--- src/rtl/trig_wave_pkg.sv ---
package trig_wave_pkg;
    typedef enum logic [1:0] {
        WAVE_OFF   = 2'b00,
        WAVE_NOISE = 2'b01,
        WAVE_TRI   = 2'b10,
        WAVE_TRI_B = 2'b11
    } wave_mode_e;
endpackage

--- src/rtl/trig_wave_cfg.sv ---
module trig_wave_cfg #(
    parameter int AMP_W = 4
) (
    input  logic                      clk,
    input  logic                      rst_n,
    input  logic                      chan_en,
    input  logic                      cfg_wr,
    input  logic [1:0]                mode_in,
    input  logic [AMP_W-1:0]          amp_in,
    output trig_wave_pkg::wave_mode_e mode_q,
    output logic [AMP_W-1:0]          amp_q
);
    import trig_wave_pkg::*;

    typedef struct packed {
        wave_mode_e       mode;
        logic [AMP_W-1:0] amp;
    } cfg_t;

    cfg_t st_d, st_q;

    always_comb begin
        st_d = st_q;
        // settings are locked while the channel runs
        if (cfg_wr && !chan_en) begin
            st_d.mode = wave_mode_e'(mode_in);
            st_d.amp  = amp_in;
        end
    end

    always_ff @(posedge clk or negedge rst_n) begin
        if (!rst_n) st_q <= '{mode: WAVE_OFF, amp: '0};
        else        st_q <= st_d;
    end

    assign mode_q = st_q.mode;
    assign amp_q  = st_q.amp;
endmodule

--- src/rtl/trig_wave_lfsr.sv ---
module trig_wave_lfsr #(
    parameter int          W    = 12,
    parameter logic [W-1:0] SEED = 12'hACE,
    parameter logic [W-1:0] TAPS = 12'h829
) (
    input  logic         clk,
    input  logic         rst_n,
    input  logic         clr,
    input  logic         step,
    output logic [W-1:0] state_q,
    output logic [W-1:0] state_d
);
    typedef struct packed {
        logic [W-1:0] sr;
    } lfsr_t;

    lfsr_t st_d, st_q;
    logic  fb;

    always_comb begin
        st_d = st_q;
        fb   = ^(st_q.sr & TAPS);
        if (clr)       st_d.sr = SEED;
        else if (step) st_d.sr = {st_q.sr[W-2:0], fb};
    end

    always_ff @(posedge clk or negedge rst_n) begin
        if (!rst_n) st_q <= '{sr: SEED};
        else        st_q <= st_d;
    end

    assign state_q = st_q.sr;
    assign state_d = st_d.sr;
endmodule

--- src/rtl/trig_wave_tri.sv ---
module trig_wave_tri #(
    parameter int W = 12
) (
    input  logic         clk,
    input  logic         rst_n,
    input  logic         clr,
    input  logic         step,
    input  logic [W-1:0] peak,
    output logic [W-1:0] cnt_q,
    output logic [W-1:0] cnt_d
);
    typedef struct packed {
        logic [W-1:0] cnt;
        logic         down;
    } tri_t;

    tri_t st_d, st_q;

    always_comb begin
        st_d = st_q;
        if (clr) begin
            st_d.cnt  = '0;
            st_d.down = 1'b0;
        end else if (step) begin
            if (!st_q.down) begin
                st_d.cnt  = st_q.cnt + 1'b1;
                st_d.down = (st_d.cnt == peak);
            end else begin
                st_d.cnt  = st_q.cnt - 1'b1;
                st_d.down = (st_d.cnt != '0);
            end
        end
    end

    always_ff @(posedge clk or negedge rst_n) begin
        if (!rst_n) st_q <= '{cnt: '0, down: 1'b0};
        else        st_q <= st_d;
    end

    assign cnt_q = st_q.cnt;
    assign cnt_d = st_d.cnt;
endmodule

--- src/rtl/trig_wave_adder.sv ---
module trig_wave_adder #(
    parameter int                 DATA_W = 12,
    parameter int                 AMP_W  = 4,
    parameter logic [DATA_W-1:0]  SEED   = 12'hACE,
    parameter logic [DATA_W-1:0]  TAPS   = 12'h829
) (
    input  logic              clk,
    input  logic              rst_n,
    input  logic              chan_en,
    input  logic              trig_en,
    input  logic              trig,
    input  logic              cfg_wr,
    input  logic [1:0]        mode_in,
    input  logic [AMP_W-1:0]  amp_in,
    input  logic [DATA_W-1:0] base_in,
    output logic [DATA_W-1:0] sum_out
);
    import trig_wave_pkg::*;

    localparam int TOP_CODE = DATA_W - 1;

    wave_mode_e        mode_q;
    logic [AMP_W-1:0]  amp_q;
    logic [DATA_W-1:0] wave_mask;
    logic [DATA_W-1:0] lfsr_q, lfsr_d;
    logic [DATA_W-1:0] tri_q, tri_d;
    logic [DATA_W-1:0] wave_val;
    logic [DATA_W:0]   raw_sum;
    logic [DATA_W-1:0] sat_sum;
    logic              accept, gen_clr;

    typedef struct packed {
        logic [DATA_W-1:0] out;
    } out_t;

    out_t st_d, st_q;

    trig_wave_cfg #(.AMP_W(AMP_W)) i_cfg (
        .clk(clk), .rst_n(rst_n), .chan_en(chan_en), .cfg_wr(cfg_wr),
        .mode_in(mode_in), .amp_in(amp_in), .mode_q(mode_q), .amp_q(amp_q)
    );

    // mask: code k sets bits k..0, codes past the width saturate
    always_comb begin
        if (int'(amp_q) >= TOP_CODE) wave_mask = '1;
        else                         wave_mask = {DATA_W{1'b1}} >> (TOP_CODE - int'(amp_q));
    end

    assign accept  = chan_en && trig_en && trig;
    assign gen_clr = !chan_en;

    trig_wave_lfsr #(.W(DATA_W), .SEED(SEED), .TAPS(TAPS)) i_lfsr (
        .clk(clk), .rst_n(rst_n), .clr(gen_clr),
        .step(accept && (mode_q == WAVE_NOISE)),
        .state_q(lfsr_q), .state_d(lfsr_d)
    );

    trig_wave_tri #(.W(DATA_W)) i_tri (
        .clk(clk), .rst_n(rst_n), .clr(gen_clr),
        .step(accept && mode_q[1]), .peak(wave_mask),
        .cnt_q(tri_q), .cnt_d(tri_d)
    );

    always_comb begin
        unique case (mode_q)
            WAVE_NOISE:          wave_val = lfsr_d & wave_mask;
            WAVE_TRI, WAVE_TRI_B: wave_val = tri_d;
            default:             wave_val = '0;
        endcase
        raw_sum = {1'b0, base_in} + {1'b0, wave_val};
        sat_sum = raw_sum[DATA_W] ? {DATA_W{1'b1}} : raw_sum[DATA_W-1:0];
    end

    always_comb begin
        st_d = st_q;
        if (!chan_en)      st_d.out = '0;
        else if (!trig_en) st_d.out = base_in;
        else if (trig)     st_d.out = sat_sum;
    end

    always_ff @(posedge clk or negedge rst_n) begin
        if (!rst_n) st_q <= '{out: '0};
        else        st_q <= st_d;
    end

    assign sum_out = st_q.out;
endmodule

--- config.mk ---
export PLATFORM = sky130hd
export DESIGN_NAME = trig_wave_adder
export DESIGN_NICKNAME = d
export VERILOG_FILES = /design/src/rtl/trig_wave_pkg.sv /design/src/rtl/trig_wave_cfg.sv /design/src/rtl/trig_wave_lfsr.sv /design/src/rtl/trig_wave_tri.sv /design/src/rtl/trig_wave_adder.sv
export SDC_FILE = /design/constraint.sdc
export NUM_CORES = 1
export LEC_CHECK = 0
export ABC_AREA = 1
export CAP_MARGIN = 40
export CORE_MARGIN = 2
export CORE_UTILIZATION = 50
export CTS_CLUSTER_SIZE = 12
export DETAILED_ROUTE_END_ITERATION = 12
export GPL_TIMING_DRIVEN = 0
export HOLD_SLACK_MARGIN = 0.06
export PLACE_DENSITY_LB_ADDON = 0.3
export SLEW_MARGIN = 20
export SYNTH_ARGS = -nofsm -noshare
export SYNTH_HDL_FRONTEND = slang
export SYNTH_SLANG_ARGS = --single-unit
--- constraint.sdc ---
create_clock -name clk -period 4.2 [get_ports clk]
set_clock_uncertainty 0.15 [all_clocks]
set_input_delay 0.63 -clock clk [delete_from_list [all_inputs] [get_ports clk]]
set_output_delay 0.63 -clock clk [all_outputs]
set_load 0.05 [all_outputs]
# After elaboration in Yosys (flattened, before gate mapping)
# Cells that the tools add are included.
[totals] reg_bits=43 latchBits=0 ramBits=0 romBits=0 in_bits=24 output_inout_bits=12 n_memories=0
[classes] n_addsub=4 mul=0 n_div=0 n_lt_le_gt_ge=1 eq_ne=6 shifts=1 mux=11 bitwise=1 reduce_logical=9
[op_table] operator="2-to-1 mux 12 bit" count=7
[op_table] operator="2-to-1 mux 13 bit" count=3
[op_table] operator="right shift 12 x 32 -> 12 bit (first input constant)" count=1
[op_table] operator="one-hot mux 12 bit (2 select lines)" count=1
[op_table] operator="adder 12 x 12 -> 13 bit" count=1
[op_table] operator="adder 12 x 1 -> 12 bit (second input constant)" count=1
[op_table] operator="bitwise AND 12 bit" count=1
[op_table] operator="== test 12 bit" count=1
[op_table] operator="nonzero test 12 bit" count=1
[op_table] operator="parity 12 bit" count=1
[op_table] operator="subtractor 12 x 1 -> 12 bit (second input constant)" count=1
[op_table] operator="logical AND 1 bit" count=5
[op_table] operator="subtractor 4 x 4 -> 5 bit (first input constant)" count=1
[op_table] operator="== test 2 bit (second input constant)" count=2
[op_table] operator=">= comparator 4 bit (second input constant)" count=1
[op_table] operator="inequality test 3 x 2 -> 1 bit (second input constant)" count=1
[op_table] operator="== test 2 x 1 -> 1 bit (second input constant)" count=1
[op_table] operator="inequality test 2 x 1 -> 1 bit (second input constant)" count=1
[op_table] operator="OR reduction 2 bit" count=1
[op_table] operator="logical NOT 1 bit" count=1

# Depth between registers and ports, before layout
[depth] word_depth=13 mapped_depth=22 depth_no_buf=21

# Hierarchy
# From an unflattened synthesis, not the netlist that was laid out.
[hier_totals] hier_cells=633 hier_area_um2=3995.1
[modules_own_cells] mod="trig_wave_adder" n_inst=1 cells_per_inst=290 area_per_inst_um2=1659.1 seq_area_each_um2=300.3
[modules_own_cells] mod="trig_wave_tri" n_inst=1 cells_per_inst=259 area_per_inst_um2=1580.3 seq_area_each_um2=325.3
[modules_own_cells] mod="trig_wave_lfsr" n_inst=1 cells_per_inst=58 area_per_inst_um2=520.5 seq_area_each_um2=309.0
[modules_own_cells] mod="trig_wave_cfg" n_inst=1 cells_per_inst=26 area_per_inst_um2=235.2 seq_area_each_um2=150.1

# Least setup slack after synthesis
# No wires, ideal clock.
[synth_path] kind="input -> register" startpoint="input port trig" endpoint="register st_q, in the netlist sum_out[11]" setup_ns=0.123 arrival_time_ns=2.938 t_required_ns=3.927 setup_slack_ns=0.989 cell_stages=20 path_buffers=1 cell_sequence="nand3_1 nor2_2 buf_2 o21ai_0 a21oi_1 nor2_1 nand3_1 nand2_1 ha_1 fa_1 nand3_1 nand2_1 nand2_1 nand3_1 nand2_1 nand2_1 inv_1 nand2_1 o21ai_0 nand2_1"
[synth_via] elab_chain_len=11 elab_cells_between_ends=15
[synth_rtl] element="start, declared" line_no="trig_wave_adder.sv:11" source="input logic trig,"
[synth_rtl] element="logical AND 1 bit" line_no="trig_wave_adder.sv:49" source="assign accept = chan_en && trig_en && trig;"
[synth_rtl] element="logical AND 1 bit" line_no="trig_wave_adder.sv:54" source=".step(accept && (mode_q == WAVE_NOISE)),"
[synth_rtl] element="2-to-1 mux 12 bit" line_no="trig_wave_lfsr.sv:24" source="else if (step) st_d.sr = {st_q.sr[W-2:0], fb};"
[synth_rtl] element="2-to-1 mux 12 bit" line_no="trig_wave_lfsr.sv:23" source="if (clr) st_d.sr = SEED;"
[synth_rtl] element="via i_lfsr.state_d[0]" line_no="trig_wave_lfsr.sv:11" source="output logic [W-1:0] state_d"
[synth_rtl] element="bitwise AND 12 bit" line_no="trig_wave_adder.sv:66" source="WAVE_NOISE: wave_val = lfsr_d & wave_mask;"
[synth_rtl] element="one-hot mux 12 bit (2 select lines)" line_no="trig_wave_adder.sv:65" source="unique case (mode_q)"
[synth_rtl] element="adder 12 x 12 -> 13 bit" line_no="trig_wave_adder.sv:70" source="raw_sum = {1'b0, base_in} + {1'b0, wave_val};"
[synth_rtl] element="2-to-1 mux 12 bit" line_no="trig_wave_adder.sv:71" source="sat_sum = raw_sum[DATA_W] ? {DATA_W{1'b1}} : raw_sum[DATA_W-1:0];"
[synth_rtl] element="2-to-1 mux 12 bit" line_no="trig_wave_adder.sv:78" source="else if (trig) st_d.out = sat_sum;"
[synth_rtl] element="2-to-1 mux 12 bit" line_no="trig_wave_adder.sv:77" source="else if (!trig_en) st_d.out = base_in;"
[synth_rtl] element="2-to-1 mux 12 bit" line_no="trig_wave_adder.sv:76" source="if (!chan_en) st_d.out = '0;"
[synth_rtl] element="end signal, assigned" line_no="trig_wave_adder.sv:82" source="if (!rst_n) st_q <= '{out: '0};"
[synth_rtl] element="end signal, assigned" line_no="trig_wave_adder.sv:83" source="else st_q <= st_d;"
[synth_rtl] element="end, declared" line_no="trig_wave_adder.sv:36" source="out_t st_d, st_q;"
# The timed path passes the listed nets, and every way through them passes these cells. The select of a mux whose other input is x is not followed.
# A chain may end at the register's enable or synchronous reset.

# Final worst setup path
[layout_path] startpoint="input port trig_en" endpoint="register st_q, in the netlist sum_out[11]"
[layout_via] elab_cells_between_ends=16
[layout_lines] element="start, declared" line_no="trig_wave_adder.sv:10" source="input logic trig_en,"
[layout_lines] element="logical AND 1 bit (2 in a row)" line_no="trig_wave_adder.sv:49"
[layout_lines] element="logical AND 1 bit" line_no="trig_wave_adder.sv:60" source=".step(accept && mode_q[1]), .peak(wave_mask),"
[layout_lines] element="2-to-1 mux 13 bit" line_no="trig_wave_tri.sv:24" source="end else if (step) begin"
[layout_lines] element="2-to-1 mux 13 bit" line_no="trig_wave_tri.sv:21" source="if (clr) begin"
[layout_lines] element="via i_tri.cnt_d[0]" line_no="trig_wave_tri.sv:10" source="output logic [W-1:0] cnt_d"
[layout_lines] element="one-hot mux 12 bit (2 select lines)" line_no="trig_wave_adder.sv:65"
[layout_lines] element="adder 12 x 12 -> 13 bit" line_no="trig_wave_adder.sv:70"
[layout_lines] element="2-to-1 mux 12 bit" line_no="trig_wave_adder.sv:71"
[layout_lines] element="2-to-1 mux 12 bit" line_no="trig_wave_adder.sv:78"
[layout_lines] element="2-to-1 mux 12 bit" line_no="trig_wave_adder.sv:77"
[layout_lines] element="2-to-1 mux 12 bit" line_no="trig_wave_adder.sv:76"
# The timed path passes the listed nets, and every way through them passes these cells. The select of a mux whose other input is x is not followed.

==> impl_metrics.ini <==
[die]
fp.dieW_um = 90.0
dieArea_um2 = 8100
num_rows = 31
start_util = 0.512
io-pin-count = 36
coreArea_um2 = 7210
die_h_um = 90.0

[timing]
worstMarginPinSlew_ps = 564
relSlewSlack = 0.624
fin_hold_ws_ps = 111
setup_viol = 0
hold_viol_final = 0
min_period_ps = 3930
rsz0062_at_grt = no
period_share = 0.936
max_freq_ghz = 0.254
drv_slew = 0

[routing]
route.final.wire_length_um = 10700
drtAntennaViolNets = 0
first_pass_iters = 5
initialDrtViolationCount = 287
num_vias = 3920
drc_errors = 0
wl_per_cell_um = 15.0
viasPerCell = 5.51

[status]
status = complete, no violations

[hold_path]
min_path_type = in2async

[cts]
cts_buffers = 5
cts_post_setup_buffers_inserted = 0
root_buffer = clkbuf_8
cts_max_level = 2
cts.sinks = 43
cts_tree = built
clkTransAtPathRegs_ps = 90
cts_buffer_depth = 2
clock_latency_ps = 310

[synthesis]
synth_area_leader_cell = dfrtp_1
synth.cell_area_um2 = 3700
synth.area.top_cells = dfrtp_1 (24%), nand2_1 (18%), nand3_1 (8.9%), ha_1 (6.8%), nor2_1 (5.9%)
syn_nets = 613
syn_avg_cell_area_um2 = 6.51
synth_edf_count = 0
ys_types = 40
async_flop_share = 1.00
synthCells = 568
yosysWarnings = 0
synth_seq_cells = 43
seq_area_frac_synth = 0.293
synth_top_area_share = 0.244
yosys_most_used_dff = dfrtp_1

[finish]
finalNonFillerCells = 711
fin_area_um2 = 4330
multi_input_area_um2 = 2310
antennaDiodeCount = 0
regArea_um2 = 1080
fill_cells = 708
fin_nets = 656
syn2layout_area_growth_pct = 17.0
drive_above_1_share = 0.0833

[setup_path]
crit_type = in2reg
cp_max_fo = 10
critPathLaunchType = input port
crit_arrival_ps = 3970
endpoint_kind = register
cp.required_ps = 4250

[pwr]
switchingPower_w = 0.000524
power_w = 0.00134
leakage_nw = 2.24
swShare = 0.392
internal_power_w = 0.000814
p_seq_frac = 0.354
pwr-share-comb = 0.381
pwr_density_cell_nw_per_um2 = 309
clock_power_share = 0.265
irDropWorstVdd_v = 0.000195

[placement]
dpl_cell_area_um2 = 4190
routabilityCongestion = 0.957
dp_hpwl_um = 8500
placed_cells = 703
portBuffers = 35

[global_route]
grt_max_degree = 27
grt_pass1_vias = 3606
grt_pass1_wl_um = 17500
gr-total-overflow = 0
gr-usage-all-layers = 0.266
antenna_found_initial = 0

[run]
cap_violations = 0
metrics by stage:
step,util,setup WS (ps),setup TNS (ps)
2_1_floorplan,-,989,0
3_3_place_gp,0.578,-220,-675
3_5_place_dp,0.580,-287,-1320
4_1_cts,0.597,45.4,0
5_1_grt,0.600,11.3,0
6_report,0.600,270,0
cell type report:
cell class                      count  share of cell area
Sequential cell                    43               0.251
Clock inverter                      2             0.00897
Multi-Input combinational cell    447               0.534
Timing Repair Buffer               36              0.0850
Buffer                             15              0.0185
Tap cell                           99              0.0286
Clock buffer                        6              0.0191
Inverter                           63              0.0547
metal layers:
layer	track usage	routed length, µm	up-vias
met1	0.347	4630	1785
met3	0.0285	624	10
met5	0	0	-
met2	0.475	5270	170
met4	0.0641	151	0
li1	-	-	1955
flip-flops by register name (all words and copies together) (netlist names):
signal,cells
i_cfg.mode_q,2
i_lfsr.state_q,12
i_tri.st_q,1
i_tri.cnt_q,12
sum_out,12
i_cfg.amp_q,4
repair_timing:
item | CTS | global route
setup endpoints to repair | 0 | 12
resized for setup | 0 | 6
hold buffers | 0 | 0
cells by family (layout without fill, tap and decap cells):
kind of cell | after synthesis | after routing | share of synthesized area
AND/OR/NAND/NOR | 335 | 335 | 0.393
AO/OA/AOI/OAI | 79 | 79 | 0.127
buffers and inverters | 78 | 122 | 0.0849
flip-flops | 43 | 43 | 0.293
adder cells (fa/ha/maj) | 21 | 21 | 0.0731
XOR/XNOR | 11 | 11 | 0.0261
multiplexers | 1 | 1 | 0.00305
worst max-delay path: stages:
cell and delay, ps:
clkdlybuf4s50_1 560, nand3_2 180, nor2_2 320, buf_2 300, a21oi_1 130, nand2_1 80
nand2_1 80, ha_1 210, fa_1 400, nand3_1 100, nand2_1 100, nand2_1 80
nand3_1 130, nand2_1 110, nand2_2 130, inv_2 130, nand2_1 60, o21ai_0 180
nand2_1 70
worst paths after layout:
| check | to | slack [ps] | depth (start not counted) | startpoint |
|---|---|---|---|---|
| max | sum_out[11]$_DFFE_PN0P_ | 270 | 19 | trig_en |
| min | i_lfsr.state_q[10]$_DFF_PN0_ | 110 | 1 | rst_n |
| max reg2reg | sum_out[11]$_DFFE_PN0P_ | 540 | 20 | i_tri.cnt_q[0]$_DFF_PN0_ |
| min reg2reg | sum_out[4]$_DFFE_PN0P_ | 340 | 2 | sum_out[4]$_DFFE_PN0P_ |
| max in group asynchronous | i_lfsr.state_q[1]$_DFF_PN1_ | 3220 | 2 | rst_n |
| min in group clk | sum_out[4]$_DFFE_PN0P_ | 340 | 2 | sum_out[4]$_DFFE_PN0P_ |
cell usage after synthesis (2+ instances only):
library cell  number
dfrtp_1           36
xor2_1             8
a31oi_1            2
nor2_1            58
nand2_4            2
nand4_1           14
nand3_1           66
xnor2_1            3
inv_1             55
o32ai_1            2
clkinv_1           2
nor2_4             4
o221ai_1           4
inv_2              6
o21ai_1            7
clkbuf_1           7
a32o_1             2
nor3_1             3
buf_4              2
buf_2              5
dfstp_2            7
o211ai_1           8
nand2_1          177
ha_1              20
nand2_2            4
a21oi_1           23
nor2_2             4
o21ai_0           25
power groups by stage:
stage	combinational [W]	clock, W	sequential [W]
6_report	0.000510	0.000355	0.000473
5_1_grt	0.000565	0.000383	0.000478
4_1_cts	0.000501	0.000363	0.000473
3_5_place_dp	0.000497	0	0.000481
3_3_place_gp	0.000489	0	0.000480
2_1_floorplan	0.000298	0	0.000525
placed cells by master, fill, tap and decap left out, drive strengths merged, types with 2 or more instances in the layout:
master and n:
ha 20, o221ai 4, o211ai 8, nand2 183, dfrtp 36, clkbuf 14
o21ai 33, nor3 3, buf 9, o32ai 2, xnor2 3, clkinv 2
inv 62, nand4 14, nor2 66, nand3 66, or2 2, a31oi 2
clkdlybuf4s50 33, a21oi 23, dfstp 7, xor2 8, a32o 2
No activity file was read; power rests on OpenSTA's default activity.
